## config.mk

```make
export PLATFORM = sky130hd
export DESIGN_NAME = vcf_assembler
export DESIGN_NICKNAME = d
export VERILOG_FILES = /design/src/rtl/vcf_pkg.sv /design/src/rtl/vcf_seq.sv /design/src/rtl/vcf_byte_sel.sv /design/src/rtl/vcf_out_reg.sv /design/src/rtl/vcf_assembler.sv
export SDC_FILE = /design/constraint.sdc
export NUM_CORES = 1
export LEC_CHECK = 0
export ABC_CLOCK_PERIOD_IN_PS = 9800
export BUFFER_PORTS_ARGS = -buffer_cell sky130_fd_sc_hd__clkbuf_2
export CORE_ASPECT_RATIO = 1.2
export CORE_MARGIN = 2
export CORE_UTILIZATION = 52
export CTS_BUF_LIST = sky130_fd_sc_hd__clkbuf_16
export CTS_CLUSTER_DIAMETER = 60
export DETAILED_ROUTE_END_ITERATION = 7
export PLACE_DENSITY = 0.88
export SYNTH_ARGS = -nofsm -noshare
export SYNTH_HDL_FRONTEND = slang
export SYNTH_SLANG_ARGS = --single-unit
```

## constraint.sdc

```tcl
create_clock -name clk -period 9.8 [get_ports clk]
set_input_delay 1.96 -clock clk [delete_from_list [all_inputs] [get_ports clk]]
set_output_delay 1.96 -clock clk [all_outputs]
set_load 0.01 [all_outputs]
```

## src/rtl/vcf_pkg.sv

```systemverilog
package vcf_pkg;
  localparam int FH_BYTES   = 8;
  localparam int PH_BYTES   = 6;
  localparam int SH_BYTES   = 1;
  localparam int HDR_TOTAL  = FH_BYTES + PH_BYTES + SH_BYTES;
  localparam logic [7:0]  IDLE_BYTE = 8'h55;
  localparam logic [15:0] IDLE_APID = 16'h07FF;

  typedef enum logic [2:0] {
    SEG_FHDR, SEG_PHDR, SEG_SHDR, SEG_ENC, SEG_LSB, SEG_IDLE
  } seg_e;
endpackage

```

## src/rtl/vcf_seq.sv

```systemverilog
module vcf_seq
  import vcf_pkg::*;
#(
  parameter int FRAME_BYTES = 1100,
  parameter int LEN_W       = 11,
  parameter int SEQ_W       = 8,
  parameter int POS_W       = $clog2(FRAME_BYTES)
) (
  input  logic             clk,
  input  logic             rst,
  input  logic             step,
  input  logic             aux_valid,
  input  logic [LEN_W-1:0] aux_enc_len,
  input  logic [LEN_W-1:0] aux_lsb_len,
  output logic [POS_W-1:0] pos,
  output seg_e             seg,
  output logic             pkt_live,
  output logic [SEQ_W-1:0] frame_seq
);
  localparam int DS      = FRAME_BYTES - HDR_TOTAL;
  localparam int LAST    = FRAME_BYTES - 1;
  localparam int PKT_POS = FH_BYTES;

  logic [POS_W-1:0] pos_q, enc_end_q, lsb_end_q;
  logic [POS_W-1:0] enc_end_n, lsb_end_n;
  logic             have_q;
  logic [SEQ_W-1:0] seq_q;
  logic [31:0]      e_req, l_req, e_c, l_c;

  always_comb begin
    e_req = 32'(aux_enc_len);
    l_req = 32'(aux_lsb_len);
    e_c   = (e_req > 32'(DS)) ? 32'(DS) : e_req;
    l_c   = (l_req > (32'(DS) - e_c)) ? (32'(DS) - e_c) : l_req;
    enc_end_n = POS_W'(32'(HDR_TOTAL) + e_c);
    lsb_end_n = POS_W'(32'(HDR_TOTAL) + e_c + l_c);
  end

  always_ff @(posedge clk) begin
    if (rst) begin
      pos_q     <= '0;
      seq_q     <= '0;
      have_q    <= 1'b0;
      enc_end_q <= POS_W'(HDR_TOTAL);
      lsb_end_q <= POS_W'(HDR_TOTAL);
    end else if (step) begin
      if (pos_q == POS_W'(LAST)) begin
        pos_q <= '0;
        seq_q <= seq_q + 1'b1;
      end else begin
        pos_q <= pos_q + 1'b1;
      end
      if (pos_q == POS_W'(PKT_POS)) begin
        have_q <= aux_valid;
        if (aux_valid) begin
          enc_end_q <= enc_end_n;
          lsb_end_q <= lsb_end_n;
        end else begin
          enc_end_q <= POS_W'(HDR_TOTAL);
          lsb_end_q <= POS_W'(HDR_TOTAL);
        end
      end
    end
  end

  always_comb begin
    if (pos_q < POS_W'(FH_BYTES))                 seg = SEG_FHDR;
    else if (pos_q < POS_W'(FH_BYTES + PH_BYTES)) seg = SEG_PHDR;
    else if (pos_q < POS_W'(HDR_TOTAL))           seg = SEG_SHDR;
    else if (pos_q < enc_end_q)                   seg = SEG_ENC;
    else if (pos_q < lsb_end_q)                   seg = SEG_LSB;
    else                                          seg = SEG_IDLE;
  end

  assign pos       = pos_q;
  assign pkt_live  = (pos_q == POS_W'(PKT_POS)) ? aux_valid : have_q;
  assign frame_seq = seq_q;


  pos_range_chk: assert property (@(posedge clk) disable iff (rst)
    pos_q <= POS_W'(LAST));


  end_order_chk: assert property (@(posedge clk) disable iff (rst)
    (enc_end_q >= POS_W'(HDR_TOTAL)) && (enc_end_q <= lsb_end_q)
    && (32'(lsb_end_q) <= 32'(FRAME_BYTES)));
endmodule

```

## src/rtl/vcf_byte_sel.sv

```systemverilog
module vcf_byte_sel
  import vcf_pkg::*;
#(
  parameter int FRAME_BYTES = 1100,
  parameter int SEQ_W       = 8,
  parameter int POS_W       = $clog2(FRAME_BYTES)
) (
  input  logic [POS_W-1:0] pos,
  input  seg_e             seg,
  input  logic             pkt_live,
  input  logic [SEQ_W-1:0] frame_seq,
  input  logic [15:0]      cfg_craft,
  input  logic [7:0]       cfg_chan,
  input  logic [31:0]      cfg_tag,
  input  logic [15:0]      cfg_apid,
  input  logic [15:0]      cfg_pseq,
  input  logic [7:0]       cfg_sec,
  input  logic [7:0]       enc_data,
  input  logic [7:0]       lsb_data,
  output logic [7:0]       byte_o
);
  localparam logic [15:0] LEN_FIELD = 16'(FRAME_BYTES - HDR_TOTAL);

  logic [15:0] apid_eff;
  int          idx;

  assign apid_eff = pkt_live ? cfg_apid : IDLE_APID;
  assign idx      = int'(pos);

  always_comb begin
    byte_o = IDLE_BYTE;
    unique case (seg)
      SEG_FHDR, SEG_PHDR, SEG_SHDR: begin
        case (idx)
          0:  byte_o = cfg_craft[15:8];
          1:  byte_o = cfg_craft[7:0];
          2:  byte_o = cfg_chan;
          3:  byte_o = 8'(frame_seq);
          4:  byte_o = cfg_tag[31:24];
          5:  byte_o = cfg_tag[23:16];
          6:  byte_o = cfg_tag[15:8];
          7:  byte_o = cfg_tag[7:0];
          8:  byte_o = apid_eff[15:8];
          9:  byte_o = apid_eff[7:0];
          10: byte_o = cfg_pseq[15:8];
          11: byte_o = cfg_pseq[7:0];
          12: byte_o = LEN_FIELD[15:8];
          13: byte_o = LEN_FIELD[7:0];
          default: byte_o = cfg_sec;
        endcase
      end
      SEG_ENC:  byte_o = enc_data;
      SEG_LSB:  byte_o = lsb_data;
      default:  byte_o = IDLE_BYTE;
    endcase
  end
endmodule

```

## src/rtl/vcf_out_reg.sv

```systemverilog
module vcf_out_reg #(
  parameter int W = 8
) (
  input  logic         clk,
  input  logic         rst,
  input  logic         load,
  input  logic [W-1:0] d,
  input  logic         out_ready,
  output logic         out_valid,
  output logic [W-1:0] out_data
);
  always_ff @(posedge clk) begin
    if (rst) begin
      out_valid <= 1'b0;
      out_data  <= '0;
    end else if (load) begin
      out_valid <= 1'b1;
      out_data  <= d;
    end else if (out_ready) begin
      out_valid <= 1'b0;
    end
  end


  stall_hold_chk: assert property (@(posedge clk) disable iff (rst)
    (out_valid && !out_ready) |=> (out_valid && $stable(out_data)));
endmodule

```

## src/rtl/vcf_assembler.sv

```systemverilog
module vcf_assembler
  import vcf_pkg::*;
#(
  parameter int FRAME_BYTES = 1100,
  parameter int LEN_W       = 11,
  parameter int SEQ_W       = 8
) (
  input  logic             clk,
  input  logic             rst,
  input  logic [15:0]      cfg_craft,
  input  logic [7:0]       cfg_chan,
  input  logic [31:0]      cfg_tag,
  input  logic [15:0]      cfg_apid,
  input  logic [15:0]      cfg_pseq,
  input  logic [7:0]       cfg_sec,
  input  logic             aux_valid,
  output logic             aux_ready,
  input  logic [LEN_W-1:0] aux_enc_len,
  input  logic [LEN_W-1:0] aux_lsb_len,
  input  logic             enc_valid,
  output logic             enc_ready,
  input  logic [7:0]       enc_data,
  input  logic             lsb_valid,
  output logic             lsb_ready,
  input  logic [7:0]       lsb_data,
  output logic             out_valid,
  input  logic             out_ready,
  output logic [7:0]       out_data
);
  localparam int POS_W = $clog2(FRAME_BYTES);

  logic [POS_W-1:0] pos;
  seg_e             seg;
  logic             pkt_live;
  logic [SEQ_W-1:0] frame_seq;
  logic [7:0]       next_byte;
  logic             slot_free, src_ok, step;

  assign slot_free = !out_valid || out_ready;
  assign src_ok    = (seg == SEG_ENC) ? enc_valid :
                     (seg == SEG_LSB) ? lsb_valid : 1'b1;
  assign step      = !rst && slot_free && src_ok;

  assign aux_ready = !rst && slot_free && (pos == POS_W'(FH_BYTES));
  assign enc_ready = !rst && slot_free && (seg == SEG_ENC);
  assign lsb_ready = !rst && slot_free && (seg == SEG_LSB);

  vcf_seq #(.FRAME_BYTES(FRAME_BYTES), .LEN_W(LEN_W), .SEQ_W(SEQ_W), .POS_W(POS_W)) u_seq (
    .clk(clk), .rst(rst), .step(step),
    .aux_valid(aux_valid), .aux_enc_len(aux_enc_len), .aux_lsb_len(aux_lsb_len),
    .pos(pos), .seg(seg), .pkt_live(pkt_live), .frame_seq(frame_seq)
  );

  vcf_byte_sel #(.FRAME_BYTES(FRAME_BYTES), .SEQ_W(SEQ_W), .POS_W(POS_W)) u_sel (
    .pos(pos), .seg(seg), .pkt_live(pkt_live), .frame_seq(frame_seq),
    .cfg_craft(cfg_craft), .cfg_chan(cfg_chan), .cfg_tag(cfg_tag),
    .cfg_apid(cfg_apid), .cfg_pseq(cfg_pseq), .cfg_sec(cfg_sec),
    .enc_data(enc_data), .lsb_data(lsb_data), .byte_o(next_byte)
  );

  vcf_out_reg #(.W(8)) u_out (
    .clk(clk), .rst(rst), .load(step), .d(next_byte),
    .out_ready(out_ready), .out_valid(out_valid), .out_data(out_data)
  );


  one_src_chk: assert property (@(posedge clk) disable iff (rst)
    $onehot0({aux_ready, enc_ready, lsb_ready}));


  idle_no_pull_chk: assert property (@(posedge clk) disable iff (rst)
    (seg == SEG_IDLE) |-> (!enc_ready && !lsb_ready));


  gap_hold_chk: assert property (@(posedge clk) disable iff (rst)
    (seg == SEG_ENC && !enc_valid) |=> $stable(pos));


  reset_quiet_chk: assert property (@(posedge clk)
    rst |=> !out_valid);
endmodule

```

Word-level counts from Yosys, hierarchy flattened. Index checks and enable logic that the tools add are counted.

Flip-flop bits (word level): 51. Bits of input ports: 140. Output and inout port bits: 12. Logic and storage cells: 69.

$add $sub $neg: 5. Magnitude comparators: 7. Equality and inequality tests: 18. Muxes and demuxes: 18. Reduce and logical (&&, ||, !) cells: 14.

Operators with widths (count): $pmux 8 s14 (1); $eq 11x4->1 const B (6); $mux 11 (5); $eq 11x3->1 const B (4); $lt 11x4->1 const B (3); $gt 11x32->1 (1); $logic_not 32->1 (1); $pmux 8 s3 (1); $eq 11x2->1 const B (2); $lt 11x11->1 (2); $mux 16 (1); $mux 3 (4); $sub 11x11->12 const A (1); $add 11x1->11 const B (1); $add 11x11->11 (1); $add 4x11->11 const A (1); $eq 11x1->1 const B (1); $eq 11x11->1 const B (1); $gt 11x11->1 const B (1); $add 8x1->8 const B (1); $eq 3x2->1 const B (2); $mux 1 (6); $logic_and 1x1->1 (5); $reduce_and 2->1 (2); 7 further kinds (8).

Logic depth before layout (Yosys ltp). Gate-level depths: netlist of the first run.

Depth in word-level cells: 11. Gate-level depth with buffers: 32. Gate-level depth less buffers: 28.

Cells and area by module. From an unflattened synthesis of the first run, not the netlist that was laid out.

Cells, all modules: 679. Area total of the unflattened synthesis: 5207.5 µm².

Modules (own cells, without submodules): vcf_seq (times used 1, cells an instance 436, area each 3399.5 µm²); vcf_byte_sel (times used 1, cells an instance 200, area each 1401.3 µm²); vcf_out_reg (times used 1, cells an instance 30, area each 321.6 µm²); vcf_assembler (times used 1, cells an instance 13, area each 85.1 µm²).

Least setup slack after synthesis of the first run. OpenSTA, ideal clock, no wires.

Kind: input port to flip-flop. Start point: input aux_enc_len[8]. End point: register u_seq.lsb_end_q[10]. Setup time: 0.134 ns. Arrival: 7.477 ns. Data required time: 9.666 ns. Setup slack: 2.189 ns. Cell stages on the path: 29. Buffers on the path: 3. Cell sequence: clkbuf_1 -> nor4_1 -> nand2_1 -> nand2_1 -> nand2_1 -> inv_1 -> ha_1 -> clkbuf_1 -> inv_1 -> o21ai_0 -> nor2_1 -> a21oi_1 -> o21ai_0 -> ha_1 -> nand4_1 -> or2_2 -> o32ai_1 -> a211o_1 -> clkbuf_1 -> mux2_2 -> ha_1 -> fa_1 -> a21o_1 -> a21oi_1 -> o21ai_0 -> o41ai_1 -> o21ai_0 -> xnor2_1 -> o32ai_1.

Longest elaborated chain between the ends: 7. Elaborated cells on any way between the ends: 8. Classes of those cells: add/sub (3); order compare (2); mux (3).

RTL lines: start: declaration (line vcf_assembler.sv:18) `input logic [LEN_W-1:0] aux_enc_len,`; $gt 11x11->1 (line vcf_seq.sv:33) `e_c = (e_req > 32'(DS)) ? 32'(DS) : e_req;`; $mux 11 (*) (line vcf_seq.sv:33); $sub 11x11->12 (line vcf_seq.sv:34) `l_c = (l_req > (32'(DS) - e_c)) ? (32'(DS) - e_c) : l_req;`; $gt 11x32->1 (line vcf_seq.sv:34); $mux 11 (line vcf_seq.sv:34); $add 11x11->11 (*) (line vcf_seq.sv:36) `lsb_end_n = POS_W'(32'(HDR_TOTAL) + e_c + l_c);`; $mux 11 (*) (line vcf_seq.sv:55) `if (aux_valid) begin`; end signal: assignment (line vcf_seq.sv:45) `lsb_end_q <= POS_W'(HDR_TOTAL);`; end signal: assignment (line vcf_seq.sv:57) `lsb_end_q <= lsb_end_n;`; end signal: assignment (line vcf_seq.sv:60) `lsb_end_q <= POS_W'(HDR_TOTAL);`; end: declaration (line vcf_seq.sv:24) `logic [POS_W-1:0] pos_q, enc_end_q, lsb_end_q;`.

Mark *: on every way between the ends. The rest lies on a longest branch, timed or not. A chain may end at the register's enable or synchronous reset.

Worst setup path after layout of the first run. Same ends and word-level chain as after synthesis.

==> results.json, run 1 <==
{
  "drive_gt1_share_pct": 23.7,
  "comb_power_share_pct": 36.9,
  "diodes": 0,
  "final_common_cell": "clkbuf_2",
  "synth-main-ff-cell": "dfxtp_1",
  "cts_buffers": 5,
  "r2r_slack_ns": 5.79,
  "drc": 0,
  "cts-resized-gates": 0,
  "ys_seq_area_share_pct": 21.5,
  "ff2ff_path_depth": 9,
  "clock_sinks": 51,
  "slew_viol_final": 0,
  "clk_latency_ns": 0.29,
  "start_util_pct": 52.9,
  "hpwlAfterDp_um": 13100,
  "mostFrequentLayoutCells": "151 x clkbuf_2, 63 x nor2_1, 59 x nand2_1",
  "layout_min_cycle_time_ns": 8.17,
  "vdd_drop_max_mv": 0.0776,
  "startpoint_type": "primary input",
  "total_power_mw": 0.608,
  "cts_buffer_depth": 2,
  "critPathCaptureType": "flop",
  "path_buf_inv": 3,
  "reg2reg_to": "u_out.out_data[2]",
  "fin_skew_ns": 0.00471,
  "seq_power_share_pct": 36.1,
  "fmax_mhz": 122,
  "h-tree-depth": 2,
  "syn_nets": 823,
  "status": "finished, final reports clean",
  "final_cells": 880,
  "drtIter0Drc": 607,
  "synth_edf_count": 0,
  "synthArstFlopShare_pct": 0,
  "max_stage_delay_ns": 0.61,
  "finalWeightedCongestion": 1.04,
  "finalHoldViolations": 0,
  "routed_via_density": 6.20,
  "crit_family": "compound AO/OA/AOI/OAI gates",
  "crit_required_ns": 9.95,
  "rsz0062_at_grt": "no",
  "numPortBuffers": 151,
  "fin_crit_sh_pct": 83.4,
  "syn_inst": 634,
  "cts_hold_buf": 0,
  "antenna_found_initial": 0,
  "wl_um": 16200,
  "hp-class": "reg2reg",
  "post-place-cells": 872,
  "core.rowCount": 38,
  "p_sw_share_pct": 34.0,
  "grt_pass1_vias": 5212,
  "setup_viol": 0,
  "timing.slew.headroom_pct": 19.2,
  "min_from": "u_seq.enc_end_q[6]",
  "arrival_ns": 8.32,
  "placed_cell_area_um2": 5550,
  "cts_setup_buffers": 0,
  "grt_overflow": 0,
  "final_nets": 948,
  "cp_common_cell": "o21ai_0",
  "synth_area_um2": 4760,
  "die_area_um2": 9930,
  "r2r_start": "u_seq.pos[2]",
  "p_int_mw": 0.402,
  "vias": 5455,
  "die_x_um": 91.3,
  "cp_max_fo": 20,
  "antenna_left": 0,
  "grt_usage_pct": 31.1,
  "post_drt_wl_per_cell_um": 18.4,
  "critPathKind": "in2reg",
  "cap_violations": 0,
  "p_sw_mw": 0.206,
  "die_y_um": 109,
  "tightest_slew_ns": 1.21,
  "core_area_um2": 8990,
  "setup_tns_ns": 0,
  "cts_root_buf": "clkbuf_16",
  "design_area_um2": 5690,
  "yosys_register_bits": 51,
  "p_clk_share_pct": 27.0,
  "powerDensity_nw_per_um2": 107,
  "cts_tree": "yes",
  "synth_area_per_cell_um2": 7.50,
  "io_pins": 152,
  "hold_path_depth": 2,
  "clk_pin_slew_worst_paths_ns": 0.06,
  "ys_types": 60,
  "synthToLayoutAreaGrowth_pct": 19.5,
  "grt_start_max_net_pins": 43,
  "holdPathEnd": "u_seq.enc_end_q[6]",
  "ys_warn_count": 0,
  "grt_pass1_wl_um": 24700,
  "leakage_nw": 2.52,
  "dr.pass1.iters": 5,
  "crit_slowest_cell": "a2111oi_0"
}
==> kinds of logic after synthesis <==
| kind of cell | after synthesis | synth area share (%) |
|---|---|---|
| buf+inv | 74 | 5.92 |
| flops | 51 | 21.5 |
| fa+ha+maj | 49 | 13.0 |
| simple gates | 221 | 22.7 |
| xor+xnor | 32 | 5.89 |
| compound gates | 193 | 27.9 |
| mux | 14 | 3.05 |
==> stage by stage <==
step / worst slack (ns) / hold WS [ns] / util (%)
global placement: 1.69 / 0.442 / 61.8
floorplan: 2.19 / 0.432 / -
CTS: 1.72 / 0.452 / 63.3
global route: 1.03 / 0.463 / 63.3
finish: 1.63 / 0.449 / 63.3
detailed placement: 1.44 / 0.446 / 61.8
==> area by class of cell <==
cell class,instances,area [um2]
Clock inverter,3,11.3
Tap cell,120,150
Clock buffer,5,125
Timing Repair Buffer,153,771
Fill cell,817,3300
Inverter,39,146
Sequential cell,51,1020
Multi-Input combinational cell,509,3460
==> tightest hold or removal path, delay by kind of cell, from the launching register on <==
kind / cells / cell delay [ns]
AOI/OAI and AO/OA: 1 / 0.05
DFF: 1 / 0.31
and+or+nand+nor: 1 / 0.05
==> per-layer routing <==
layer	vias up	wire (um)	GRT usage, %
li1	2584	-	-
met1	2535	5820	30.4
met2	272	8470	61.2
met3	64	998	4.84
met4	0	892	19.0
met5	-	0	0
==> power by group through the flow <==
stage / Combinational, mW / Sequential [mW] / Clock (mW)
after floorplan: 0.140 / 0.225 / 0
after global placement: 0.212 / 0.223 / 0
after detailed placement: 0.219 / 0.224 / 0
after CTS: 0.221 / 0.219 / 0.164
after global routing: 0.244 / 0.220 / 0.173
final: 0.224 / 0.219 / 0.164
==> registers in the layout, summed over array words and instances, names as in the netlist <==
register / count
u_out.out_data: 8
u_out.out_valid: 1
u_seq.enc_end_q: 11
u_seq.frame_seq: 8
u_seq.have_q: 1
u_seq.lsb_end_q: 11
u_seq.pos: 11
==> worst max-delay path by stage <==
stage                   startpoint                   to  slack, ns  cells past startpoint
floorplan           aux_enc_len[8]  u_seq.lsb_end_q[10]       2.19                     29
global placement    aux_enc_len[9]  u_seq.lsb_end_q[10]       1.69                     27
detailed placement  aux_enc_len[8]  u_seq.lsb_end_q[10]       1.44                     27
CTS                 aux_enc_len[8]  u_seq.lsb_end_q[10]       1.72                     27
global route        aux_enc_len[8]  u_seq.lsb_end_q[10]       1.03                     27
finish              aux_enc_len[8]  u_seq.lsb_end_q[10]       1.63                     27
==> Yosys cell counts (5+ instances only) <==
| library cell | count | share of area (%) |
|---|---|---|
| ha_1 | 48 | 13 |
| inv_1 | 39 | 3.1 |
| nand2b_1 | 18 | 2.4 |
| nand3_1 | 17 | 1.8 |
| xnor2_1 | 25 | 4.6 |
| mux2i_1 | 10 | 2.1 |
| clkbuf_1 | 31 | 2.4 |
| xor2_1 | 7 | 1.3 |
| a31o_2 | 6 | 1.1 |
| dfxtp_1 | 51 | 21 |
| o21a_1 | 6 | 0.95 |
| o221ai_1 | 5 | 0.92 |
| and3_1 | 5 | 0.66 |
| and2_1 | 7 | 0.92 |
| o211ai_1 | 5 | 0.79 |
| a21o_1 | 6 | 0.95 |
| nor2_1 | 63 | 5.0 |
| a21oi_1 | 44 | 4.6 |
| nor4_1 | 10 | 1.3 |
| nand4_1 | 6 | 0.79 |
| o21ai_0 | 38 | 4.0 |
| a22oi_1 | 15 | 2.4 |
| nand2_1 | 59 | 4.7 |
| a221oi_1 | 5 | 0.92 |
| o22ai_1 | 17 | 2.2 |
| nor3_1 | 12 | 1.3 |
| a222oi_1 | 13 | 2.7 |
No activity file was read; power rests on OpenSTA's default activity.
==> inputs of run 2 (changes only) <==
--- a/config.mk
+++ b/config.mk
@@ -5,7 +5,7 @@
 export SDC_FILE = /design/constraint.sdc
 export NUM_CORES = 1
 export LEC_CHECK = 0
-export ABC_CLOCK_PERIOD_IN_PS = 9800
+export ABC_CLOCK_PERIOD_IN_PS = 8600
 export BUFFER_PORTS_ARGS = -buffer_cell sky130_fd_sc_hd__clkbuf_2
 export CORE_ASPECT_RATIO = 1.2
 export CORE_MARGIN = 2
==> constraint.sdc (replaced) <==
create_clock -name clk -period 8.6 [get_ports clk]
set_input_delay 1.72 -clock clk [delete_from_list [all_inputs] [get_ports clk]]
set_output_delay 1.72 -clock clk [all_outputs]
set_load 0.01 [all_outputs]
==> run 2 against run 1 <==
Sequential power up 14%. Power up 15%. Cell count unchanged.
==> results.json, run 2 (synthesized netlist as in run 1, its figures left out) <==
{
  "finalHoldViolations": 0,
  "drc": 0,
  "placed_cell_area_um2": 5550,
  "cts_tree": "yes",
  "powerDensity_nw_per_um2": 122,
  "cts_root_buf": "clkbuf_16",
  "cp_common_cell": "o21ai_0",
  "antenna_left": 0,
  "timing.slew.headroom_pct": 20.5,
  "cts_buffer_depth": 2,
  "fin_crit_sh_pct": 92.9,
  "arrival_ns": 8.14,
  "cts_buffers": 5,
  "grt_start_max_net_pins": 43,
  "critPathCaptureType": "flop",
  "vdd_drop_max_mv": 0.0670,
  "clk_latency_ns": 0.29,
  "hp-class": "reg2reg",
  "cap_violations": 0,
  "crit_cells": 27,
  "hold_path_depth": 2,
  "crit_slowest_cell": "a211o_1",
  "crit_family": "compound AO/OA/AOI/OAI gates",
  "fillCellCount": 819,
  "max_stage_delay_ns": 0.49,
  "io_pins": 152,
  "synthToLayoutAreaGrowth_pct": 19.6,
  "vias": 5455,
  "h-tree-depth": 2,
  "antenna_found_initial": 0,
  "status": "finished, final reports clean",
  "grt_pass1_wl_um": 24900,
  "hpwlAfterDp_um": 13000,
  "cts_hold_buf": 0,
  "leakage_nw": 2.52,
  "cts_setup_buffers": 0,
  "rsz0062_at_grt": "no",
  "clk_pin_slew_worst_paths_ns": 0.06,
  "finalWeightedCongestion": 1.04,
  "post-place-cells": 872,
  "final_common_cell": "clkbuf_2",
  "die_x_um": 91.3,
  "total_power_mw": 0.696,
  "core_area_um2": 8990,
  "whs_ns": 0.463,
  "dr.pass1.iters": 6,
  "diodes": 0,
  "post_drt_wl_per_cell_um": 18.3,
  "mostFrequentLayoutCells": "151 x clkbuf_2, 63 x nor2_1, 59 x nand2_1",
  "core.rowCount": 38,
  "design_area_um2": 5690,
  "crit_required_ns": 8.75,
  "regArea_um2": 1020,
  "multiInputGateArea_um2": 3460,
  "die_y_um": 109,
  "setup_tns_ns": 0,
  "die_area_um2": 9930,
  "routed_via_density": 6.20,
  "grt_usage_pct": 31.4,
  "start_util_pct": 52.9,
  "cp_max_fo": 20,
  "fmax_mhz": 125,
  "path_buf_inv": 3,
  "grt_overflow": 0,
  "setup_viol": 0,
  "final_cells": 880,
  "clock_sinks": 51,
  "startpoint_type": "primary input",
  "fin_skew_ns": 0.00443,
  "numPortBuffers": 151,
  "ff2ff_path_depth": 9,
  "layout_min_cycle_time_ns": 7.99,
  "drive_gt1_share_pct": 23.8,
  "drtIter0Drc": 527,
  "cts-resized-gates": 0,
  "grt_pass1_vias": 5263,
  "tightest_slew_ns": 1.19,
  "wl_um": 16100,
  "final_nets": 948,
  "slew_viol_final": 0,
  "critPathKind": "in2reg"
}
-- run 2: cell count changes in the layout (fill, tap and decap cells not counted), sizes merged --
cell / change
inv: -1
clkinvlp: +1
-- run 2: final timing paths --
path,startpoint,to,slack [ns]
max,aux_enc_len[7],u_seq.lsb_end_q[10],0.61
max reg2reg,u_seq.pos[2],u_out.out_data[2],4.67
min reg2reg,u_out.out_data[7],u_out.out_data[7],0.46
min,u_out.out_data[7],u_out.out_data[7],0.46
-- run 2: layout make-up --
| class | count | share of cell area [%] |
|---|---|---|
| clock buffer | 5 | 2.20 |
| clock inverter | 3 | 0.264 |
| inverter | 39 | 2.57 |
| multi-input combinational | 509 | 60.8 |
| sequential | 51 | 17.9 |
| tap | 120 | 2.64 |
| timing repair buffer | 153 | 13.5 |
-- run 2: layer usage --
| metal | vias up | GRT usage [%] | routed length, um |
|---|---|---|---|
| met5 | - | 0 | 0 |
| met4 | 0 | 21.0 | 1020 |
| met3 | 64 | 4.84 | 1120 |
| met2 | 288 | 59.9 | 8350 |
| met1 | 2521 | 31.4 | 5630 |
| li1 | 2582 | - | - |
-- run 2: report_power, final --
group	leakage, nW	switching (mW)	internal [mW]
Sequential	0.414	0.00705	0.243
Combinational	2.04	0.146	0.110
Clock	0.0649	0.0844	0.106
-- run 2: metrics by stage --
stage / setup slack (ns) / util, %
2_1_floorplan: 1.23 / -
3_3_place_gp: 0.733 / 61.8
3_5_place_dp: 0.465 / 61.8
4_1_cts: 0.758 / 63.3
5_1_grt: 0.0710 / 63.3
6_report: 0.612 / 63.3
-- run 2: tightest hold or removal path: stages, from the launching register on --
cell and delay (ns):
dfxtp_1 0.31, nand2_1 0.05, a21oi_1 0.05
